===== config.mk =====
export PLATFORM = sky130hd
export DESIGN_NAME = adc_serial_reader
export DESIGN_NICKNAME = d
export VERILOG_FILES = /design/src/rtl/adc_serial_reader.sv
export SDC_FILE = /design/constraint.sdc
export NUM_CORES = 1
export LEC_CHECK = 0
export ABC_AREA = 1
export BUFFER_PORTS_ARGS = -buffer_cell sky130_fd_sc_hd__buf_2
export CORE_UTILIZATION = 64
export CTS_BUF_LIST = sky130_fd_sc_hd__clkbuf_8
export CTS_CLUSTER_DIAMETER = 200
export DETAILED_ROUTE_END_ITERATION = 10
export GPL_ROUTABILITY_DRIVEN = 0
export GPL_TIMING_DRIVEN = 0
export PLACE_DENSITY = 0.95
export SYNTH_ARGS = -nofsm -noshare
export SYNTH_HDL_FRONTEND = slang
export SYNTH_SLANG_ARGS = --single-unit

===== constraint.sdc =====
create_clock -name clk -period 2.5 [get_ports clk]
set_input_delay 0.125 -clock clk [delete_from_list [all_inputs] [get_ports clk]]
set_output_delay 0.125 -clock clk [all_outputs]
set_load 0.03 [all_outputs]

===== src/rtl/adc_serial_reader.sv =====
module adc_serial_reader #(
  parameter int DIV_HALF   = 4,
  parameter int SETUP_CYC  = 16,
  parameter int CONV_CYC   = 2400,
  parameter bit KEEP_SEL   = 1'b0,
  parameter bit DROP_FIRST = 1'b1
) (
  input  logic       clk,
  input  logic       rst_n,
  input  logic       start,
  input  logic       sdo,
  output logic       cs_n,
  output logic       sclk,
  output logic       busy,
  output logic       done,
  output logic [7:0] data
);
  localparam int MAX_A = (DIV_HALF > SETUP_CYC) ? DIV_HALF : SETUP_CYC;
  localparam int MAX_C = (MAX_A > CONV_CYC) ? MAX_A : CONV_CYC;
  localparam int CW    = $clog2(MAX_C + 1);

  typedef enum logic [2:0] {S_IDLE, S_SETUP, S_HIGH, S_LOW, S_WAIT} st_t;

  st_t         st;
  logic [CW-1:0] cnt;
  logic [2:0]  nbit;
  logic [6:0]  sh;
  logic        skip;
  logic        cnt_zero;

  assign cnt_zero = (cnt == '0);
  assign busy     = (st != S_IDLE);

  always_ff @(posedge clk or negedge rst_n) begin
    if (!rst_n) begin
      st   <= S_IDLE;
      cnt  <= '0;
      nbit <= '0;
      sh   <= '0;
      cs_n <= 1'b1;
      sclk <= 1'b0;
      done <= 1'b0;
      data <= '0;
      skip <= DROP_FIRST;
    end else begin
      done <= 1'b0;
      case (st)
        S_IDLE: if (start) begin
          nbit <= '0;
          if (KEEP_SEL && !cs_n) begin
            st   <= S_HIGH;
            sclk <= 1'b1;
            cnt  <= CW'(DIV_HALF - 1);
          end else begin
            st   <= S_SETUP;
            cs_n <= 1'b0;
            cnt  <= CW'(SETUP_CYC - 1);
          end
        end
        S_SETUP: if (cnt_zero) begin
          st   <= S_HIGH;
          sclk <= 1'b1;
          cnt  <= CW'(DIV_HALF - 1);
        end else cnt <= cnt - 1'b1;
        S_HIGH: if (cnt_zero) begin
          sclk <= 1'b0;
          sh   <= {sh[5:0], sdo};
          nbit <= nbit + 1'b1;
          if (nbit == 3'd7) begin
            st  <= S_WAIT;
            cnt <= CW'(CONV_CYC - 1);
            if (!KEEP_SEL) cs_n <= 1'b1;
            if (skip) skip <= 1'b0;
            else begin
              done <= 1'b1;
              data <= {sh, sdo};
            end
          end else begin
            st  <= S_LOW;
            cnt <= CW'(DIV_HALF - 1);
          end
        end else cnt <= cnt - 1'b1;
        S_LOW: if (cnt_zero) begin
          st   <= S_HIGH;
          sclk <= 1'b1;
          cnt  <= CW'(DIV_HALF - 1);
        end else cnt <= cnt - 1'b1;
        S_WAIT: if (cnt_zero) st <= S_IDLE;
                else cnt <= cnt - 1'b1;
        default: st <= S_IDLE;
      endcase
    end
  end
endmodule


# Word-level counts from Yosys, hierarchy flattened
# Cells that the tools add are included.
# word_totals
inputBits	4
ff_bits	37
out_inout_bits	12
# classes
mux	26
eq_ne	11
n_reduce_logical	15
bitwise	1
addsub	2
# ops
op	count
two-way mux 12 bit	5
case mux 12 bit (4 select lines)	1
two-way mux 3 bit	7
zero test 12 bit	1
case mux 3 bit (4 select lines)	1
AND reduction 3 bit	4
AND reduction 4 bit	3
subtractor 12 x 1 -> 12 bit, second input constant	1
inequality test 2 bit, second input constant	5
two-way mux 1 bit	9
equality test 3 x 2 -> 1 bit, second input constant	2
equality test 3 bit, second input constant	2
case mux 3 bit (2 select lines)	1
case mux 1 bit (2 select lines)	2
nonzero test 2 bit	2
nonzero test 4 bit	1
adder 3 x 1 -> 3 bit, second input constant	1
equality test 3 x 1 -> 1 bit, second input constant	1
zero test 3 bit	1
nonzero test 3 bit	1
inequality test 2 x 1 -> 1 bit, second input constant	1
AND reduction 2 bit	1
OR reduction 2 bit	1
NOT 1 bit	1

# Longest topological paths before layout
# depth
ltp_word	4
mapped_depth	12
ltp_nobuf	12

# Least setup slack after synthesis
# No wires, ideal clock.
# synth_timing
path_type	reg2reg
start	reg cnt[0]
end	reg cnt[1]
setup_ns	0.116
slack_ns	0.985
synth_period_minus_slack_ns	1.515
path_stages_with_launch	11
path_buffers	1
t_arrival_ns	1.399
required_time_ns	2.384
path_cell_list	dfrtp_1 > inv_1 > ha_1 > nand2_1 > nor2_1 > nand3_2 > nand2_2 > nand2_4 > buf_6 > o21ai_2 > inv_1
# synth_between
elab_chain_cells	3
word_cells_on_any_way	8
# synth_lines
item	line	rtl
start, declared	25	logic [CW-1:0] cnt;
start signal, assigned	53	cnt <= CW'(DIV_HALF - 1);
start signal, assigned	57	cnt <= CW'(SETUP_CYC - 1);
start signal, assigned	63	cnt <= CW'(DIV_HALF - 1);
subtractor 12 x 1 -> 12 bit or zero test 12 bit (tied branches)	--	
two-way mux 12 bit, or another cell as far along	88	S_WAIT: if (cnt_zero) st <= S_IDLE;
case mux 12 bit (4 select lines) or AND reduction 3 bit (tied branches)	--	
# Several ways; a longest one is shown, not always the timed one. The select of a mux whose other input is x is not followed.
# A chain may end at the register's enable or synchronous reset.

# Worst setup path in the final report
# layout_timing
start	reg cnt[0]
end	reg cnt[11]
# The elaborated chain is that of the path after synthesis.

==> results_tabular.tex <==
\begin{tabular}{lr}
\hline
Metric & Value \\
\hline
\multicolumn{2}{l}{\textbf{STA}} \\
\quad Timing-limited maximum frequency & about 550 MHz \\
\quad Slew at the pin closest to its max-slew limit & 0.7927 ns \\
\quad Total Negative Setup Slacks & 0 ns \\
\quad Setup repair after global routing missed its margin & false \\
\quad Final clock period utilization by the worst path & about 73\% \\
\quad Shortest clock period the worst path allows after layout & 1.827 ns \\
\quad Relative max-transition margin & a little under half \\
\quad Worst Skew & 0.009174 ns \\
\quad Final number of max-transition violations & 0 \\
\quad Hold Violations, Final & 0 \\
\quad Count of endpoints failing setup in the final report & 0 \\
\multicolumn{2}{l}{\textbf{Worst setup path}} \\
\quad Critical path launch point type & register \\
\quad Data required time of the critical path & between 2 and 3 ns \\
\quad Reg2Reg Depth & 11 \\
\quad Critical path data arrival time & approximately 2.0 ns \\
\quad Biggest fanout along the worst timing path & 6 \\
\quad Worst setup path class & reg2reg \\
\quad Start of the worst register-to-register path & cnt[0] \\
\quad R2R Setup Slk & around 0.67 ns \\
\quad Endpoint type of the worst setup path & register \\
\quad Reg-to-reg critical path endpoint & cnt[11] \\
\multicolumn{2}{l}{\textbf{Global route}} \\
\quad Number of antenna violations at the first check in global routing & 0 \\
\quad Largest net degree at the start of global routing & 38 \\
\quad Wire length of the first global-routing pass & 6782 um \\
\quad Global route overflow & 0 \\
\quad Number of global-route vias before repair & between 1500 and 2000 \\
\quad Total routing resource utilization after global routing & roughly a quarter \\
\multicolumn{2}{l}{\textbf{Logic synthesis}} \\
\quad Fraction of synthesis flops using an asynchronous set or reset pin & between 90\% and 100\% \\
\quad EDFF count, synth & 0 \\
\quad Top cells by area in the synthesized netlist & sky130\_fd\_sc\_hd\_\_dfrtp\_1, sky130\_fd\_sc\_hd\_\_nand2\_1, sky130\_fd\_sc\_hd\_\_inv\_1 \\
\quad Number of synthesized register bits & 37 \\
\quad Syn Inst Count & around 240 \\
\quad Post-synthesis cell type count & 27 \\
\quad Library cell with the highest instance count after synthesis & sky130\_fd\_sc\_hd\_\_nand2\_1 \\
\quad Leading post-synthesis cells by instance count & sky130\_fd\_sc\_hd\_\_nand2\_1, sky130\_fd\_sc\_hd\_\_dfrtp\_1, sky130\_fd\_sc\_hd\_\_inv\_1 \\
\quad Average cell area after synthesis & 8.439 um\^{}2 \\
\quad Cell area after synthesis & between 0.002 and 0.0025 mm\^{}2 \\
\quad Library cell with the largest summed area after synthesis & sky130\_fd\_sc\_hd\_\_dfrtp\_1 \\
\quad Count of synthesis-stage warnings from yosys & 0 \\
\quad Part of the Yosys area used for sequential elements & a little under half \\
\quad Net count after synthesis & about 250 \\
\quad Share of the synthesized area in the top cell type & between 40\% and 50\% \\
\quad Top FF cell, synth & sky130\_fd\_sc\_hd\_\_dfrtp\_1 \\
\multicolumn{2}{l}{\textbf{Finish}} \\
\quad Layout net count & approximately 270 \\
\quad Area Overhead vs Synth & 12.69\% \\
\quad Final non-filler cell total & about 310 \\
\quad Sequential cell area & just over 900 um\^{}2 \\
\quad Filler cells & roughly 210 \\
\quad Multi-input gate area & approximately 960 um\^{}2 \\
\quad Fraction of layout instances using a drive strength above 1 & 26.97\% \\
\quad Area of all placed cells without fillers & around 0.0023 mm\^{}2 \\
\quad Antenna cell count & 0 \\
\multicolumn{2}{l}{\textbf{CTS}} \\
\quad CTS tree & yes \\
\quad Postcts setup bufs & 0 \\
\quad Number of sinks handled by clock tree synthesis & 37 \\
\quad Clk slew on worst S/H paths & 0.08 ns \\
\quad Clock Tree Buf Depth & 2 \\
\quad TritonCTS Buffers & 5 \\
\quad Master cell of the clock root buffer & sky130\_fd\_sc\_hd\_\_clkbuf\_8 \\
\quad CTS H-tree depth & 2 \\
\quad Skew-Pair Late Insertion Delay & between 0.2 and 0.3 ns \\
\multicolumn{2}{l}{\textbf{Pwr}} \\
\quad Clock group share of total power & 22.0\% \\
\quad Total power divided by cell area & $\sim$1100 mW/mm\^{}2 \\
\quad Comb pwr share & between 40 and 50\% \\
\quad Leakage power of the design & approximately 0.0013 uW \\
\quad Peak supply drop & roughly 0.54 mV \\
\quad Psw & 1057 uW \\
\quad Part of the total power dissipated in sequential elements & 34.1\% \\
\quad Cell-internal power & between 1000 and 1500 uW \\
\quad Switching share of total power & $\sim$43\% \\
\multicolumn{2}{l}{\textbf{Floorplan}} \\
\quad Row count & 20 \\
\quad Number of placed I/O pins & 16 \\
\quad Die Footprint & 0.003435 mm\^{}2 \\
\quad Width of the die & between 50 and 60 um \\
\quad Floorplan die height & approximately 60 um \\
\quad Initial Utilization & between 60\% and 70\% \\
\quad Std-Cell Core Area & approximately 0.0031 mm\^{}2 \\
\multicolumn{2}{l}{\textbf{Route}} \\
\quad Vias per std cell & around 5.3 \\
\quad DR WL/cell & $\sim$13 um \\
\quad Antenna-violating nets left & 0 \\
\quad Total Wirelength & around 4000 um \\
\quad Via total after detailed routing & 1641 \\
\quad Initial DRT Pass Iterations & 4 \\
\quad Iteration-0 DRC count of the detailed router & 115 \\
\quad DRC errors left & 0 \\
\multicolumn{2}{l}{\textbf{Worst hold path}} \\
\quad Type of the tightest min-delay check & in2reg \\
\quad Number of stages on the worst hold path & 3 \\
\quad Launch instance of the worst min-delay path & sdo \\
\quad End point of the most critical hold path & data[0] \\
\multicolumn{2}{l}{\textbf{Placed design}} \\
\quad Number of cells after detailed placement & 302 \\
\quad Total cell area at the placement stage & between 0.002 and 0.0025 mm\^{}2 \\
\quad Post-DP HPWL & between 2000 and 3000 um \\
\quad Number of buffers added on ports & 15 \\
\multicolumn{2}{l}{\textbf{Outcome}} \\
\quad Result of the run & finished clean \\
\multicolumn{2}{l}{\textbf{Flow run}} \\
\quad Max Cap Viol & 0 \\
\hline
\end{tabular}
## cell usage in the layout, fill, tap and decap left out, drive strengths merged
master and count:
xor2 5, a21oi 2, a31oi 1, o21ai 21
nor3 3, o22ai 1, clkinvlp 1, buf 18
dlygate4sd3 1, o31ai 1, nand2 85, inv 34
clkbuf 6, dfrtp 35, bufinv 1, ha 4
nand3b 1, dfstp 2, nor2 24, nand4 1
nand3 19, a21boi 1
## area by class of cell
type | instances | share of cell area [%]
plain buffers | 3 | 1.462
flip-flops and latches | 37 | 40.17
clock buffers | 6 | 3.573
inverters | 34 | 5.522
well taps | 44 | 2.382
repair buffers | 16 | 3.682
clock inverters | 2 | 1.624
multi-input cells | 169 | 41.58
## state kept, by name, summed over array words and instances (netlist names)
register	count
skip	1
cnt	12
cs_n	1
data	8
nbit	3
sh	7
sclk	1
done	1
st	3
## cell families after synthesis
logic type	synth area share [%]
fa+ha+maj	2.441
simple gates	33.50
buf+inv	7.870
compound gates	8.786
flops	45.27
xor+xnor	2.135
## per-layer routing
layer	routed length [um]	vias up	share of wire (%)	GRT usage, %
met5	0	-	0	0
li1	-	802	-	-
met2	2040	39	50	41.87
met1	1805	791	44	34.88
met3	154	9	3.8	7.473
met4	67	0	1.6	11.56
## worst max path at each step
stage	to	from	slack [ns]
2_1_floorplan	cnt[1]	cnt[0]	0.98
3_3_place_gp	cnt[4]	cnt[0]	0.83
4_1_cts	cnt[11]	cnt[0]	0.69
3_5_place_dp	cnt[8]	cnt[0]	0.76
5_1_grt	cnt[11]	cnt[0]	0.54
6_report	cnt[11]	cnt[0]	0.67
## what timing repair did
item                                   4_1_cts  5_1_grt
endpoints found under the hold margin       35        0
hold buffers                                 1        0
resized for setup                            0        0
## power groups by stage
stage | combinational [uW] | clock, uW | sequential, uW
2_1_floorplan | 851 | 0 | 831
3_3_place_gp | 1010 | 0 | 837
3_5_place_dp | 1050 | 0 | 842
4_1_cts | 1060 | 544 | 833
5_1_grt | 1190 | 576 | 850
6_report | 1080 | 539 | 835
## metrics by stage
| step | power, uW | setup slack [ns] | hold slack (ns) | utilization (%) |
|---|---|---|---|---|
| detailed placement | 1897 | 0.7608 | 0.2544 | 71.43 |
| CTS | 2442 | 0.6897 | 0.05297 | 75.70 |
| global route | 2619 | 0.5361 | 0.05372 | 75.70 |
| global placement | 1850 | 0.8336 | 0.2516 | 71.43 |
| finish | 2449 | 0.6730 | 0.05994 | 75.70 |
| floorplan | 1682 | 0.9849 | -0.1706 | - |
## worst max-delay path, stage by stage, from the launching register on
cell and delay [ns]:
sky130_fd_sc_hd__dfrtp_1 0.36, sky130_fd_sc_hd__inv_1 0.12, sky130_fd_sc_hd__ha_1 0.22, sky130_fd_sc_hd__nand2_1 0.06, sky130_fd_sc_hd__nor2_1 0.13, sky130_fd_sc_hd__nand3_2 0.17, sky130_fd_sc_hd__nand2_1 0.14, sky130_fd_sc_hd__nand2_1 0.17
sky130_fd_sc_hd__nand3_1 0.13, sky130_fd_sc_hd__nand2_1 0.07, sky130_fd_sc_hd__nand2_1 0.08, sky130_fd_sc_hd__nand2_1 0.05
Note: power is estimated with default switching activity, not from simulation.
